### src/rtl/chain_tx_pkg.sv
`timescale 1ns/1ps
// Shared constants and types for the descriptor-chain transmit engine.
// Assumes 32-bit memory words and four-word data descriptors.
package chain_tx_pkg;
    localparam int WORD_W   = 32;
    localparam int BYTE_W   = 8;
    localparam int META_W   = 16;
    // flags-word bit positions decoded from memory
    localparam int FL_EOL   = 0;
    localparam int FL_PEND  = 3;
    localparam int FL_IRQ   = 4;
    localparam int CTX_OFF  = 15;  // disable bit of the context flags word
    // descriptor word slots, in memory order
    localparam logic [1:0] DW_NEXT  = 2'd0;
    localparam logic [1:0] DW_BUF   = 2'd1;
    localparam logic [1:0] DW_FLAGS = 2'd2;
    localparam logic [1:0] DW_AFTER = 2'd3;

    typedef enum logic [3:0] {
        ST_IDLE, ST_LOAD, ST_META, ST_SPAN, ST_FETCH,
        ST_BEAT, ST_WBACK, ST_CTX_RD, ST_CTX_WR, ST_HALT
    } eng_state_e;
endpackage

### src/rtl/chain_tx_span.sv
`timescale 1ns/1ps
// Computes the next burst length: bytes left up to the end pointer,
// capped at MAX_BURST. Assumes end_i >= ptr_i in a well-formed chain.
module chain_tx_span #(
    parameter int AW        = 32,
    parameter int MAX_BURST = 2048,
    parameter int BL_W      = 12
) (
    input  logic [AW-1:0]   ptr_i,
    input  logic [AW-1:0]   end_i,
    output logic [BL_W-1:0] len_o
);
    logic [AW-1:0] left;

    // remaining distance and clamp to the burst cap
    always_comb begin
        left  = end_i - ptr_i;
        len_o = (left > AW'(MAX_BURST)) ? BL_W'(MAX_BURST) : left[BL_W-1:0];
    end
endmodule

### src/rtl/chain_tx_lane.sv
`timescale 1ns/1ps
// Picks one byte lane of a little-endian memory word.
module chain_tx_lane #(
    parameter int WORD_W = 32,
    parameter int BYTE_W = 8,
    localparam int LANES = WORD_W / BYTE_W,
    localparam int SEL_W = $clog2(LANES)
) (
    input  logic [WORD_W-1:0] word_i,
    input  logic [SEL_W-1:0]  sel_i,
    output logic [BYTE_W-1:0] byte_o
);
    logic [BYTE_W-1:0] lane [LANES];

    for (genvar g = 0; g < LANES; g++) begin : g_lane
        assign lane[g] = word_i[g*BYTE_W +: BYTE_W];
    end

    // lane multiplexer
    always_comb byte_o = lane[sel_i];
endmodule

### src/rtl/chain_tx_dma.sv
`timescale 1ns/1ps
// Transmit engine for one DMA channel. It walks a linked list of four-word
// data descriptors, streams each buffer byte by byte, writes each consumed
// descriptor's flags back, and at end of list sets the disable bit of the
// context descriptor and halts.
// Assumes: the memory returns read data in the same cycle it accepts a
// request, and the buffer addresses of each descriptor are well formed.
module chain_tx_dma import chain_tx_pkg::*; #(
    parameter int AW        = 32,
    parameter int MAX_BURST = 2048
) (
    input  logic              clk,
    input  logic              rst_n,
    input  logic              start_i,
    input  logic [AW-1:0]     head_ptr_i,
    input  logic [AW-1:0]     ctx_ptr_i,
    input  logic              resume_i,
    output logic              mem_req_o,
    output logic              mem_we_o,
    output logic [AW-1:0]     mem_addr_o,
    output logic [WORD_W-1:0] mem_wdata_o,
    input  logic              mem_ready_i,
    input  logic [WORD_W-1:0] mem_rdata_i,
    output logic              st_valid_o,
    input  logic              st_ready_i,
    output logic [BYTE_W-1:0] st_data_o,
    output logic              st_last_o,
    output logic              md_valid_o,
    input  logic              md_ready_i,
    output logic [META_W-1:0] md_data_o,
    output logic              irq_o,
    output logic              eol_o,
    output logic              busy_o
);
    localparam int BL_W  = $clog2(MAX_BURST + 1);
    localparam int SEL_W = $clog2(WORD_W / BYTE_W);

    eng_state_e        state_q;
    logic [AW-1:0]     desc_q, next_q, ptr_q, after_q, ctx_q;
    logic [WORD_W-1:0] flags_q, word_q;
    logic [1:0]        widx_q;
    logic              reload_q, pkt_q, irq_q, eol_q;
    logic [BL_W-1:0]   burst_q, span_len;
    logic              mem_ack, tail;

    chain_tx_span #(.AW(AW), .MAX_BURST(MAX_BURST), .BL_W(BL_W)) u_span (
        .ptr_i (ptr_q),
        .end_i (after_q),
        .len_o (span_len)
    );

    chain_tx_lane #(.WORD_W(WORD_W), .BYTE_W(BYTE_W)) u_lane (
        .word_i (word_q),
        .sel_i  (ptr_q[SEL_W-1:0]),
        .byte_o (st_data_o)
    );

    // memory request decode from the current state
    always_comb begin
        mem_req_o   = 1'b0;
        mem_we_o    = 1'b0;
        mem_addr_o  = '0;
        mem_wdata_o = '0;
        unique case (state_q)
            ST_LOAD: begin
                mem_req_o  = 1'b1;
                mem_addr_o = desc_q + AW'({widx_q, 2'b00});
            end
            ST_FETCH: begin
                mem_req_o  = 1'b1;
                mem_addr_o = {ptr_q[AW-1:SEL_W], SEL_W'(0)};
            end
            ST_WBACK: begin
                mem_req_o   = 1'b1;
                mem_we_o    = 1'b1;
                mem_addr_o  = desc_q + AW'({DW_FLAGS, 2'b00});
                mem_wdata_o = flags_q;
            end
            ST_CTX_RD: begin
                mem_req_o  = 1'b1;
                mem_addr_o = ctx_q + AW'(4);
            end
            ST_CTX_WR: begin
                mem_req_o   = 1'b1;
                mem_we_o    = 1'b1;
                mem_addr_o  = ctx_q + AW'(4);
                mem_wdata_o = word_q | (WORD_W'(1) << CTX_OFF);
            end
            default: ;
        endcase
    end

    // stream, metadata and status outputs
    always_comb begin
        mem_ack    = mem_req_o & mem_ready_i;
        tail       = (after_q - ptr_q) == AW'(1);
        st_valid_o = (state_q == ST_BEAT);
        st_last_o  = st_valid_o && flags_q[FL_PEND] && (burst_q == BL_W'(1)) && tail;
        md_valid_o = (state_q == ST_META);
        md_data_o  = flags_q[WORD_W-1 -: META_W];
        irq_o      = irq_q;
        eol_o      = eol_q;
        busy_o     = (state_q != ST_IDLE) && (state_q != ST_HALT);
    end

    // chain walker: descriptor load, bursts, write-back, end of list
    always_ff @(posedge clk) begin
        if (!rst_n) begin
            state_q  <= ST_IDLE;
            desc_q   <= '0;
            next_q   <= '0;
            ptr_q    <= '0;
            after_q  <= '0;
            ctx_q    <= '0;
            flags_q  <= '0;
            word_q   <= '0;
            widx_q   <= '0;
            reload_q <= 1'b0;
            pkt_q    <= 1'b0;
            irq_q    <= 1'b0;
            eol_q    <= 1'b0;
            burst_q  <= '0;
        end else begin
            irq_q <= 1'b0;
            unique case (state_q)
                ST_IDLE, ST_HALT: begin
                    if (start_i) begin
                        desc_q   <= head_ptr_i;
                        ctx_q    <= ctx_ptr_i;
                        widx_q   <= DW_NEXT;
                        reload_q <= 1'b0;
                        pkt_q    <= 1'b1;
                        eol_q    <= 1'b0;
                        state_q  <= ST_LOAD;
                    end else if (state_q == ST_HALT && resume_i) begin
                        widx_q   <= DW_NEXT;
                        reload_q <= 1'b1;
                        state_q  <= ST_LOAD;
                    end
                end
                ST_LOAD: if (mem_ack) begin
                    widx_q <= widx_q + 2'd1;
                    unique case (widx_q)
                        DW_NEXT:  next_q  <= mem_rdata_i[AW-1:0];
                        DW_BUF:   ptr_q   <= mem_rdata_i[AW-1:0];
                        DW_FLAGS: flags_q <= mem_rdata_i;
                        default:  after_q <= mem_rdata_i[AW-1:0];
                    endcase
                    if (widx_q == DW_AFTER) begin
                        if (!reload_q) begin
                            state_q <= pkt_q ? ST_META : ST_SPAN;
                        end else if (flags_q[FL_EOL]) begin
                            reload_q <= 1'b0;
                            state_q  <= ST_HALT;
                        end else begin
                            reload_q <= 1'b0;
                            desc_q   <= next_q;
                            pkt_q    <= 1'b1;
                            eol_q    <= 1'b0;
                        end
                    end
                end
                ST_META: if (md_ready_i) begin
                    pkt_q   <= 1'b0;
                    state_q <= ST_SPAN;
                end
                ST_SPAN: begin
                    burst_q <= span_len;
                    state_q <= (span_len == '0) ? ST_WBACK : ST_FETCH;
                end
                ST_FETCH: if (mem_ack) begin
                    word_q  <= mem_rdata_i;
                    state_q <= ST_BEAT;
                end
                ST_BEAT: if (st_ready_i) begin
                    ptr_q   <= ptr_q + AW'(1);
                    burst_q <= burst_q - BL_W'(1);
                    if (burst_q == BL_W'(1))
                        state_q <= tail ? ST_WBACK : ST_SPAN;
                    else if (&ptr_q[SEL_W-1:0])
                        state_q <= ST_FETCH;
                end
                ST_WBACK: if (mem_ack) begin
                    irq_q <= flags_q[FL_IRQ];
                    if (flags_q[FL_PEND]) pkt_q <= 1'b1;
                    if (flags_q[FL_EOL]) begin
                        state_q <= ST_CTX_RD;
                    end else begin
                        desc_q  <= next_q;
                        widx_q  <= DW_NEXT;
                        state_q <= ST_LOAD;
                    end
                end
                ST_CTX_RD: if (mem_ack) begin
                    word_q  <= mem_rdata_i;
                    state_q <= ST_CTX_WR;
                end
                ST_CTX_WR: if (mem_ack) begin
                    eol_q   <= 1'b1;
                    state_q <= ST_HALT;
                end
                default: state_q <= ST_IDLE;
            endcase
        end
    end
endmodule

### config.mk
export PLATFORM = sky130hd
export DESIGN_NAME = chain_tx_dma
export DESIGN_NICKNAME = d
export VERILOG_FILES = /design/src/rtl/chain_tx_pkg.sv /design/src/rtl/chain_tx_span.sv /design/src/rtl/chain_tx_lane.sv /design/src/rtl/chain_tx_dma.sv
export SDC_FILE = /design/constraint.sdc
export NUM_CORES = 1
export LEC_CHECK = 0
export ABC_CLOCK_PERIOD_IN_PS = 3550
export BUFFER_PORTS_ARGS = -buffer_cell sky130_fd_sc_hd__clkbuf_2
export CORE_MARGIN = 8
export CORE_UTILIZATION = 38
export DETAILED_ROUTE_END_ITERATION = 7
export PLACE_DENSITY = 0.58
export SLEW_MARGIN = 20
export SYNTH_ARGS = -nofsm -noshare
export SYNTH_HDL_FRONTEND = slang
export SYNTH_SLANG_ARGS = --single-unit
export TNS_END_PERCENT = 100
### constraint.sdc
create_clock -name clk -period 3.55 [get_ports clk]
set_input_delay 0.71 -clock clk [delete_from_list [all_inputs] [get_ports clk]]
set_output_delay 0.71 -clock clk [all_outputs]
set_load 0.1 [all_outputs]
# Word-level counts from Yosys, hierarchy flattened
# Index checks and enable logic that the tools add are counted.
[word_totals] ff_bits=246 input_bits=103 out_inout_bits=96 word_cells=161
[op_classes] n_addsub=7 n_lt_le_gt_ge=2 eq_ne=32 mux=67 bitwise_logic=3 n_reduce_logical=36
[op_table] cell="32-bit 2-to-1 mux" n=9
[op_table] cell="32-bit case mux with 2 select lines" n=2
[op_table] cell="32-bit case mux with 4 select lines" n=1
[op_table] cell="32-bit case mux with 3 select lines" n=1
[op_table] cell="4-bit 2-to-1 mux" n=14
[op_table] cell="4-bit case mux with 9 select lines" n=1
[op_table] cell="32-bit by 1-bit adder with 32-bit output (second input constant)" n=1
[op_table] cell="32-bit by 3-bit adder with 32-bit output (second input constant)" n=1
[op_table] cell="32-bit by 4-bit adder with 32-bit output" n=1
[op_table] cell="32-bit by 4-bit adder with 32-bit output (second input constant)" n=1
[op_table] cell="32-bit by 1-bit equality test with 1-bit output (second input constant)" n=1
[op_table] cell="32-bit by 12-bit greater-than comparator with 1-bit output (second input constant)" n=1
[op_table] cell="32-bit subtractor" n=1
[op_table] cell="12-bit 2-to-1 mux" n=2
[op_table] cell="12-bit case mux with 2 select lines" n=1
[op_table] cell="2-bit inequality test (second input constant)" n=11
[op_table] cell="1-bit 2-to-1 mux" n=21
[op_table] cell="8-bit binary-select mux with 2-bit select" n=1
[op_table] cell="4-bit by 3-bit equality test with 1-bit output (second input constant)" n=4
[op_table] cell="8-bit 2-to-1 mux" n=2
[op_table] cell="12-bit by 1-bit equality test with 1-bit output (second input constant)" n=1
[op_table] cell="12-bit zero test" n=1
[op_table] cell="2-bit 2-to-1 mux" n=6
[op_table] cell="3-bit AND reduction" n=4
[op_table] cell="36 further kinds" n=58

# Longest topological paths before layout
[depth] depth_word=6 mapped_depth=14

# Hierarchy
# A second synthesis with hierarchy kept.
[hier_totals] cells_unflattened=2462 area_unflattened_um2=17469.3
[modules_own_cells] module="chain_tx_dma" instances=1 cells_each=2126 area_each_um2=15147.0 seq_area_each_um2=4924.7
[modules_own_cells] module="chain_tx_span" instances=1 cells_each=326 area_each_um2=2125.8 seq_area_each_um2=0.0
[modules_own_cells] module="chain_tx_lane" instances=1 cells_each=10 area_each_um2=196.4 seq_area_each_um2=0.0

# Least setup slack after synthesis
# OpenSTA, ideal clock, no wires.
[synth_timing] path_kind="register to output" startpoint="register state_q[2]" endpoint="output mem_addr_o[16]" t_arrival_ns=5.241 t_required_ns=2.840 setup_slack_ns=-2.401 path_stages_with_launch=8 cell_sequence="dfxtp_1 or2_2 buf_2 nor2_1 clkbuf_1 clkbuf_1 a22oi_1 o311ai_0"
[synth_via] elab_chain_cells=3
[synth_rtl] item="start, declared" line="chain_tx_dma.sv:38" text="eng_state_e state_q;"
[synth_rtl] item="start signal, assigned" line="chain_tx_dma.sv:151" text="state_q <= pkt_q ? ST_META : ST_SPAN;"
[synth_rtl] item="start signal, assigned" line="chain_tx_dma.sv:169" text="state_q <= (span_len == '0) ? ST_WBACK : ST_FETCH;"
[synth_rtl] item="start signal, assigned" line="chain_tx_dma.sv:179" text="state_q <= tail ? ST_WBACK : ST_SPAN;"
[synth_rtl] item="4-bit equality test or 4-bit by 3-bit equality test with 1-bit output (tied branches)" line="chain_tx_dma.sv:64" text="unique case (state_q)"
[synth_rtl] item="2-bit OR reduction (no source line)"
[synth_rtl] item="32-bit case mux with 4 select lines (*)" line="chain_tx_dma.sv:64"
[synth_rtl] item="end, declared" line="chain_tx_dma.sv:20" text="output logic [AW-1:0] mem_addr_o,"
# Every way passes the cells marked *; elsewhere a longest branch is shown, timed or not.

# Worst setup path after layout
[layout_timing] startpoint="register after_q[0]" endpoint="output st_last_o"
[layout_via] elab_chain_cells=3
[layout_rtl] item="start, declared" line="chain_tx_dma.sv:39" text="logic [AW-1:0] desc_q, next_q, ptr_q, after_q, ctx_q;"
[layout_rtl] item="start signal, assigned" line="chain_tx_dma.sv:147" text="default: after_q <= mem_rdata_i[AW-1:0];"
[layout_rtl] item="32-bit subtractor" line="chain_tx_dma.sv:96" text="tail = (after_q - ptr_q) == AW'(1);"
[layout_rtl] item="32-bit by 1-bit equality test with 1-bit output" line="chain_tx_dma.sv:96"
[layout_rtl] item="1-bit logical AND" line="chain_tx_dma.sv:98" text="st_last_o = st_valid_o && flags_q[FL_PEND] && (burst_q == BL_W'(1)) && tail;"
[layout_rtl] item="end, declared" line="chain_tx_dma.sv:27" text="output logic st_last_o,"
# Every way passes these cells.

==> metrics.yaml <==
status: "complete, but fails checks"
violations: "negative setup slack"
core_area_sq_um: 39820
clock_path_buffers: 3
path_clk_slew_ns: 0.06
antenna_found_initial: 2
slowest_stage: "fa_2"
vias_per_cell: 5.758
numPortBuffers: 198
die_h_um: 217.3
postLayoutCoreUtil_pct: 52.38
synth.area.top_cells: "dfxtp_1 (32%), nand2_1 (13%), a21oi_1 (6.2%), ha_1 (3.5%), o21ai_0 (3.3%)"
syn_avg_cell_area_sq_um: 7.289
grt_pass1_wl_mm: 95.36
syn-num-nets: 2260
antenna_cells: 0
cts.sinks: 246
grt.overflow.total: 0
yosysWarnings: 0
ctsHoldBuffers: 0
cts_tree: "yes"
ys_seq_area_share_pct: 31.99
clock_latency_ns: 0.58
fin_ws_ns: -0.7129
yosysUniqueCellTypes: 83
timing.slew.headroom_pct: 48.64
leakage_uw: 0.008271
crit_fanout: 4
cts_root_buffer: "clkbuf_16"
powerDensity_nw_per_um2: 618.9
whs_ns: 0.3479
finalHoldViolations: 0
setup.worst_path.start_class: "flip-flop"
ios: 199
crit_path_end_kind: "primary output"
cap_violations: 0
ys_ff_latch: 246
place.detailed.hpwl_mm: 46.29
worstHoldPathType: "input port to flip-flop"
fmax_mhz: 234.6
drive_gt1_share_pct: 28.61
ant_nets: 0
grt_pass1_vias: 16770
critPathKind: "flip-flop to primary output"
drc: 0
cp.required_ns: 2.84
nets: 2576
first_pass_iters: 6
cts_htree_levels: 1
rsz0062_at_grt: "yes"
num_vias: 17130
totalPowerFinal_uw: 12910
drv_slew: 0
min_period_ns: 4.263
ir_worst_vdd_v: 0.0004256
avgRoutedWirePerCell_um: 20.92
synth_edf_count: 0
crit_chain: "inv_2, ha_4, fa_2, nor2b_4, o2111ai_2, buf_4, a21oi_4, o311ai_4, and2_4, a211oi_2, o311a_1, nand3b_1, nor3_4, buf_12"
max_stage_delay_ns: 0.39
nFillCells: 3899
syn_inst: 2112
post-synth-top-area-cell: "dfxtp_1"
worst_pin_slew_ns: 0.7624
path_buf_inv: 3
finalSetupViolations: 4
design.die.area_sq_um: 47210
gr-usage-all-layers_pct: 25.07
start_util_pct: 38.65
finalCritPeriodShare_pct: 120.1
drt_iter0_drc: 1520
async_flop_share_pct: 0
critical_path.top_delay_family: "compound AO/OA/AOI/OAI gates"
num_rows: 73
ys_dominant_reg_cell: "dfxtp_1"
skew_ns: 0.02004
sequential_cell_area_sq_um: 4982
multiInputGateArea_sq_um: 10410
die_x_um: 217.3
gp_congestion: 0.9157
arrival_ns: 3.55
cts_buffers: 29
grt_max_degree: 94
drt_wl_total_mm: 62.23
syn2layout_area_growth_pct: 35.50
yosys.area.top_type_share_pct: 31.99
synth.cell_area_sq_um: 15390
==> layer usage <==
| layer | global-route usage [%] | share of wire (%) | vias up |
|---|---|---|---|
| met5 | 0 | 0.024 | - |
| met4 | 7.349 | 3.0 | 2 |
| met3 | 4.327 | 7.4 | 125 |
| met2 | 42.32 | 47 | 671 |
| met1 | 32.43 | 43 | 8222 |
| li1 | - | - | 8109 |
==> worst register-to-register path, delay by kind of cell, from the launching register on <==
family,cells,cell delay [ns]
buffers and inverters,5,0.63
AOI/OAI and AO/OA,5,1.06
adders and majority gates,2,0.55
and+or+nand+nor,4,0.70
DFF,1,0.33
==> placed cells by master, fill, tap and decap left out, types with 21 or more instances in the layout <==
cell         n
nand2_1    499
buf_4      250
dfxtp_1    218
a21oi_1    185
clkbuf_2   132
nor2_1     112
o21ai_0     86
a21boi_0    65
nand3_1     46
xnor2_1     46
inv_1       44
buf_12      44
a22o_1      36
a311oi_1    34
and3_1      30
clkbuf_16   30
nor3_1      29
xor2_1      27
nand4_1     26
ha_1        26
a22oi_1     21
==> cell usage after synthesis (28+ instances only) <==
cell type,n
a21boi_0,65
a21oi_1,192
a22o_1,36
a22oi_1,28
a311oi_1,35
and3_1,33
clkbuf_1,131
dfxtp_1,246
ha_1,43
inv_1,52
nand2_1,515
nand3_1,53
nor2_1,133
nor3_1,34
o21ai_0,100
xnor2_1,46
==> per-stage QoR <==
step	instance area [sq um]	setup WS [ns]	cells	TNS (ns)
floorplan	15600	-0.7167	2112	-6.346
global placement	18860	-0.1942	2882	-0.1942
detailed placement	18860	-0.3188	2882	-0.3320
CTS	20320	-0.7392	2955	-0.7554
global route	20860	-0.8853	2975	-1.213
finish	20860	-0.7129	2975	-0.7523
==> cell type report <==
| class | count | share of cell area (%) |
|---|---|---|
| multi-input cells | 1649 | 49.93 |
| flip-flops and latches | 246 | 23.89 |
| repair buffers | 449 | 17.39 |
| clock buffers | 44 | 4.229 |
| well taps | 525 | 3.149 |
| inverters | 53 | 0.9778 |
| clock inverters | 9 | 0.4379 |
==> power breakdown <==
group / internal [uW] / switching (uW) / leakage [uW]
sequential: 3120 / 385 / 0.00201
combinational: 2350 / 4000 / 0.00578
clock: 1790 / 1270 / 0.000483
total: 7260 / 5650 / 0.00827
==> path summary, 6_finish.rpt <==
check           startpoint         end  slack [ns]  cells past startpoint
max             after_q[0]   st_last_o       -0.71                     14
min          ctx_ptr_i[24]   ctx_q[24]        0.35                      3
max reg2reg     after_q[0]  state_q[2]        0.14                     16
min reg2reg     flags_q[6]  flags_q[6]        0.46                      2
==> kinds of logic after synthesis <==
group	synth area share [%]
AND/OR/NAND/NOR	25.84
AO/OA/AOI/OAI	27.00
buffers and inverters	5.755
multiplexers	1.504
XOR/XNOR	4.154
flip-flops	31.99
adder cells (fa/ha/maj)	3.755
==> flip-flops by register name, summed over array words and instances, names as in the netlist <==
| name | count |
|---|---|
| after_q | 32 |
| ctx_q | 32 |
| desc_q | 32 |
| flags_q | 32 |
| next_q | 32 |
| ptr_q | 32 |
| word_q | 32 |
| burst_q | 12 |
| state_q | 4 |
| widx_q | 2 |
| eol_o | 1 |
| irq_o | 1 |
| pkt_q | 1 |
| reload_q | 1 |
==> repair_timing <==
| action | 4_1_cts | 5_1_grt |
|---|---|---|
| pin swaps | 36 | 36 |
| setup buffers | 20 | 20 |
| resized for setup | 88 | 114 |
| gates cloned | 0 | 0 |
| setup endpoints to repair | 25 | 49 |
Power figures use the tool's default switching activity.
